## config.mk

```make
export PLATFORM = sky130hd
export DESIGN_NAME = ref_phase_corrector
export DESIGN_NICKNAME = d
export VERILOG_FILES = /design/src/rtl/ref_phase_corrector.sv
export SDC_FILE = /design/constraint.sdc
export NUM_CORES = 1
export LEC_CHECK = 0
export BUFFER_PORTS_ARGS = -buffer_cell sky130_fd_sc_hd__buf_2
export CAP_MARGIN = 20
export CELL_PAD_IN_SITES_DETAIL_PLACEMENT = 1
export CELL_PAD_IN_SITES_GLOBAL_PLACEMENT = 2
export CORE_MARGIN = 1.5
export CORE_UTILIZATION = 40
export DETAILED_ROUTE_END_ITERATION = 12
export PLACE_DENSITY_LB_ADDON = 0.1
export SETUP_SLACK_MARGIN = 0.2
export SYNTH_ARGS = -nofsm -noshare
export SYNTH_HDL_FRONTEND = slang
export SYNTH_SLANG_ARGS = --single-unit
```

## constraint.sdc

```tcl
create_clock -name clk -period 5.8 [get_ports clk]
set_clock_uncertainty 0.15 [all_clocks]
set_input_delay 0.29 -clock clk [delete_from_list [all_inputs] [get_ports clk]]
set_output_delay 0.29 -clock clk [all_outputs]
set_load 0.02 [all_outputs]
```

## src/rtl/ref_phase_corrector.sv

```systemverilog
module ref_phase_corrector #(
  parameter int CNT_W = 12
) (
  input  logic clk,
  input  logic rst_n,
  input  logic ref_a,
  input  logic ref_b,
  input  logic sel,
  input  logic corr_en,
  output logic vref
);

  localparam logic [CNT_W-1:0] CNT_SAT = '1;
  localparam logic [CNT_W-1:0] CNT_ONE = CNT_W'(1);

  logic a_s, a_p, b_s, b_p, sel_s, sel_q, en_s, pend_q;
  logic [CNT_W-1:0] cnt_a, cnt_b, off_q, per_q, dly_q, dcnt_q;
  logic [CNT_W-1:0] off_now, per_now, dly_sw;
  logic [CNT_W:0]   sum;

  wire fall_a   = a_p & ~a_s;
  wire fall_b   = b_p & ~b_s;
  wire fall_sel = sel_q ? fall_b : fall_a;
  wire fall_alt = sel_q ? fall_a : fall_b;
  wire swap     = sel_s ^ sel_q;
  wire [CNT_W-1:0] cnt_sel = sel_q ? cnt_b : cnt_a;
  wire [CNT_W-1:0] cnt_alt = sel_q ? cnt_a : cnt_b;

  wire fire = en_s ? ((fall_sel && dly_q == '0) || (pend_q && dcnt_q == CNT_ONE))
                   : fall_sel;

  // offset and period as seen in this cycle, including a capture now
  always_comb begin
    off_now = off_q;
    per_now = per_q;
    if (fall_sel) begin
      off_now = (fall_alt || cnt_alt == CNT_SAT) ? '0 : cnt_alt;
      per_now = (cnt_sel == CNT_SAT) ? '0 : cnt_sel;
    end
    sum = {1'b0, dly_q} + {1'b0, off_now};
    if (per_now != '0 && sum >= {1'b0, per_now})
      dly_sw = CNT_W'(sum - {1'b0, per_now});
    else
      dly_sw = CNT_W'(sum);
  end

  always_ff @(posedge clk or negedge rst_n) begin
    if (!rst_n) begin
      a_s <= 1'b0; a_p <= 1'b0; b_s <= 1'b0; b_p <= 1'b0;
      sel_s <= 1'b0; sel_q <= 1'b0; en_s <= 1'b0;
      cnt_a <= CNT_SAT; cnt_b <= CNT_SAT;
      off_q <= '0; per_q <= '0; dly_q <= '0;
      pend_q <= 1'b0; dcnt_q <= '0;
      vref <= 1'b0;
    end else begin
      a_s <= ref_a; a_p <= a_s;
      b_s <= ref_b; b_p <= b_s;
      sel_s <= sel; sel_q <= sel_s;
      en_s <= corr_en;
      vref <= fire;

      cnt_a <= fall_a ? CNT_ONE : (cnt_a == CNT_SAT ? CNT_SAT : cnt_a + CNT_ONE);
      cnt_b <= fall_b ? CNT_ONE : (cnt_b == CNT_SAT ? CNT_SAT : cnt_b + CNT_ONE);

      if (fall_sel) begin
        off_q <= off_now;
        per_q <= per_now;
      end

      if (!en_s)     dly_q <= '0;
      else if (swap) dly_q <= dly_sw;

      if (!en_s) begin
        pend_q <= 1'b0;
      end else if (fall_sel) begin
        pend_q <= (dly_q != '0);
        dcnt_q <= dly_q;
      end else if (pend_q) begin
        if (dcnt_q == CNT_ONE) pend_q <= 1'b0;
        else                   dcnt_q <= dcnt_q - CNT_ONE;
      end
    end
  end

  AST_BYPASS_PASS: assert property (@(posedge clk) disable iff (!rst_n)
    (!en_s && fall_sel) |=> vref) else $error("bypass edge lost");
  AST_CLEAR_ON_BYPASS: assert property (@(posedge clk) disable iff (!rst_n)
    !en_s |=> (dly_q == '0 && !pend_q)) else $error("delay not cleared");
  AST_DELAY_HELD: assert property (@(posedge clk) disable iff (!rst_n)
    (en_s && !swap) |=> $stable(dly_q)) else $error("delay moved without switch");
  AST_ALT_SILENT: assert property (@(posedge clk) disable iff (!rst_n)
    (en_s && fall_alt && !fall_sel && !pend_q) |=> !vref) else $error("alternate edge leaked");
  AST_PEND_LIVE: assert property (@(posedge clk) disable iff (!rst_n)
    pend_q |-> dcnt_q != '0) else $error("pending with empty count");

endmodule

```

==> impl_metrics.ini <==
[sta]
timing.final.ws_setup_ns = 0.435
max_freq_mhz = 186
tightest_slew_ns = 0.922
setup_viol = 0
rsz0062_at_grt = no
slew_headroom_pct = 38.4
period_share_pct = 92.5
period_needed_ns = 5.37
hold_viol = 0
slew_viol_final = 0
tns_ns = 0

[synthesis]
synth_ff_type = dfrtp_1
ys_seq_area_share_pct = 38.1
synth-seq-cells = 81
avgSynthCellArea_um2 = 8.62
syn-num-nets = 663
yosys.area_share.adder_pct = 7.47
synth_xor_area_share_pct = 4.87
synth-edff-count = 0
synth-compound-area-share_pct = 19.6
synth_cells = 626
ys_warn_count = 0
async_reset_ff_share_pct = 100
netlist-cell-type-count = 57
synthMuxAreaShare_pct = 5.19
synthSimpleGateAreaFrac_pct = 19.4
netlist_area_um2 = 5400
synth_top_family_by_area = compound AO/OA/AOI/OAI gates

[run_status]
outcome = finished, final reports clean

[min_path]
hp-class = register to register

[pwr]
pwr_density_cell_nw_per_um2 = 446
power_frac_seq_pct = 29.3
p_int_w = 0.00167
pwr-share-comb_pct = 47.8
clkPwrFrac_pct = 23.0
p_leak_nw = 2.63
power_w = 0.00277
p_switching_w = 0.00111
ir_worst_vdd_mv = 0.240
switching_share_pct = 39.9

[final_layout]
drive_above_1_share_pct = 14.9
antenna_cells = 0
syn_to_final_growth_pct = 15.1
nets = 677

[detailed_routing]
detail-route-antenna-nets = 0
routed_wl_um = 16300
drc = 0
drt-pass1-iter-count = 4
via_per_inst = 5.69
initialDrtViolationCount = 218
wl_per_cell_um = 19.9
vias = 4671

[placement]
dp_hpwl_um = 11800
gp_congestion = 0.862
dp_worst_setup_slack_ns = -0.0327
numPortBuffers = 6

[setup_path]
path_max_fanout = 7
crit_required_ns = 5.91
slowest_delay_ns = 0.58
critPathKind = register to register
crit_chain = and2b_1 > nand4_1 > a22o_1 > o21ai_0 > o31a_1 > buf_4 > o21ai_1 > ha_1 > a211oi_2 > nor2_1 > o41ai_2 > o2111ai_2 > o31ai_2 > xnor2_1 > ha_1 > nand3_1 > o211ai_1 > o32ai_4 > buf_12 > buf_12 > nor3_1 > a21oi_1 > o21ai_1
crit_slowest_cell = dfstp_2
worstSetupEndpointType = register
critPathArrivalTime_ns = 5.48
cp-start-kind = register

[die]
die-area_um2 = 14200
io_pins = 7
initial_core_util_pct = 40.9
die_w_um = 119
die_y_um = 119
core_um2 = 13200
num_rows = 42

[global_route]
grt_pass1_wl_um = 25900
gr-total-overflow = 0
grt_max_degree = 82
antenna_found_initial = 0
track_usage_pct = 23.6
grt_pass1_vias = 4832

[clock_tree]
clk_transition_reported_paths_ns = 0.06
clock-sinks = 81
ctsHtreeMaxLevel = 3
cts_buffers = 9
cts_tree = done
root_buffer = clkbuf_16
cts.path.max_buffers = 2
clock_latency_ns = 0.35

[flow_run]
cap_violations = 0
-- layout make-up --
cell class / count / area, µm²
tap: 176 / 220
clock inverter: 4 / 55.1
multi-input combinational: 475 / 3110
sequential: 81 / 2060
timing repair buffer: 39 / 359
inverter: 34 / 128
clock buffer: 12 / 278
fill: 1527 / 6980
-- worst paths after layout --
check / start / endpoint / slack (ns) / cells past startpoint
worst max-delay path: cnt_b[3] / dly_q[8] / 0.43 / 23
worst min-delay path: b_s / b_p / 0.24 / 0
worst max register to register: cnt_b[3] / dly_q[8] / 0.43 / 23
worst min register to register: b_s / b_p / 0.24 / 0
max in group asynchronous: rst_n / cnt_a[4] / 4.50 / 3
min in group asynchronous: rst_n / dly_q[9] / 0.30 / 2
-- repair_timing --
action,in CTS,in global routing
hold buffers,4,1
gates resized for setup,1,16
hold endpoints to repair,4,24
pin swaps,1,10
cloned,0,1
endpoints found under the setup margin,12,12
setup buffers,1,13
-- cell families after synthesis --
kind of cell | Yosys count
simple gates | 214
compound gates | 172
flops | 81
buf+inv | 70
fa+ha+maj | 31
xor+xnor | 30
mux | 28
-- worst max-delay path, delay by kind of cell (launching register included) --
| family | cells | cell delay [ns] |
|---|---|---|
| simple gates | 5 | 0.73 |
| compound gates | 12 | 2.54 |
| xor+xnor | 1 | 0.15 |
| buf+inv | 3 | 0.46 |
| flops | 1 | 0.58 |
| fa+ha+maj | 2 | 0.69 |
-- cell usage after synthesis, drive strengths merged (4+ instances only) --
library cell  number  area (µm²)
nor4              10        62.6
nand4             17         106
a31oi              7        43.8
a211oi             7        57.6
nor2b              9        56.3
clkbuf            22        82.6
dfrtp             57        1430
or3                4        25.0
mux2i             28         280
nand2             58         218
a21o               4        30.0
nand3             13        65.1
xor2               9        78.8
inv               34         128
and4               4        37.5
and2               4        25.0
nor3              22         115
o21ai             62         310
and3               6        37.5
ha                29         363
buf               14        80.1
nand2b             4        25.0
dfstp             24         631
nor2              53         199
xnor2             21         184
o31ai             15         113
a21oi             49         245
-- stage by stage --
stage                     std cells  utilization (%)  area (µm²)  hold WS, ns
final                           821             47.1        6210        0.236
after global routing            821             47.1        6210        0.257
after CTS                       805             45.3        5970       0.0411
after detailed placement        784             42.3        5580        0.234
after global placement          784             42.3        5580        0.219
after floorplan                 626                -        5400       -0.156
-- flip-flops by register name, indices dropped and copies added (netlist names) --
register / count
b_s: 1
a_p: 1
b_p: 1
vref: 1
cnt_b: 12
pend_q: 1
dcnt_q: 12
a_s: 1
en_s: 1
off_q: 12
sel_s: 1
dly_q: 12
cnt_a: 12
per_q: 12
sel_q: 1
-- power by group through the flow --
stage | Clock (W) | Sequential (W) | Combinational [W]
2_1_floorplan | 0 | 0.000759 | 0.000909
3_3_place_gp | 0 | 0.000818 | 0.00112
3_5_place_dp | 0 | 0.000824 | 0.00115
4_1_cts | 0.000649 | 0.000815 | 0.00120
5_1_grt | 0.000669 | 0.000828 | 0.00146
6_report | 0.000637 | 0.000812 | 0.00132
-- layout by cell type (no fill, tap or decap), drive strengths merged, types with 3 or more instances in the layout --
master and count:
clkbuf 13, xnor2 21, nand3b 3, nand3 13, ha 29, and2 4
inv 35, a21o 4, nor2b 9, mux2i 28, dlygate4sd3 5, dfstp 24
and4 4, or3 4, nand2b 4, or2 3, a31oi 7, nor4 10
nand4 17, o22a 3, a211oi 7, nand2 58, buf 33, o21a 3
xor2 9, a22oi 3, dfrtp 57, o31ai 15, nor2 53, nor3 22
and3 6, a21oi 49, o21ai 62
-- metal layers --
metal / track usage, % / wire (µm) / vias to the layer above
met1: 30.2 / 7440 / 2335
met2: 40.8 / 8260 / 45
met4: 6.55 / 331 / 0
li1: - / - / 2266
met3: 4.45 / 318 / 25
met5: 0 / 0 / -
Note: power is estimated with default switching activity, not from simulation.
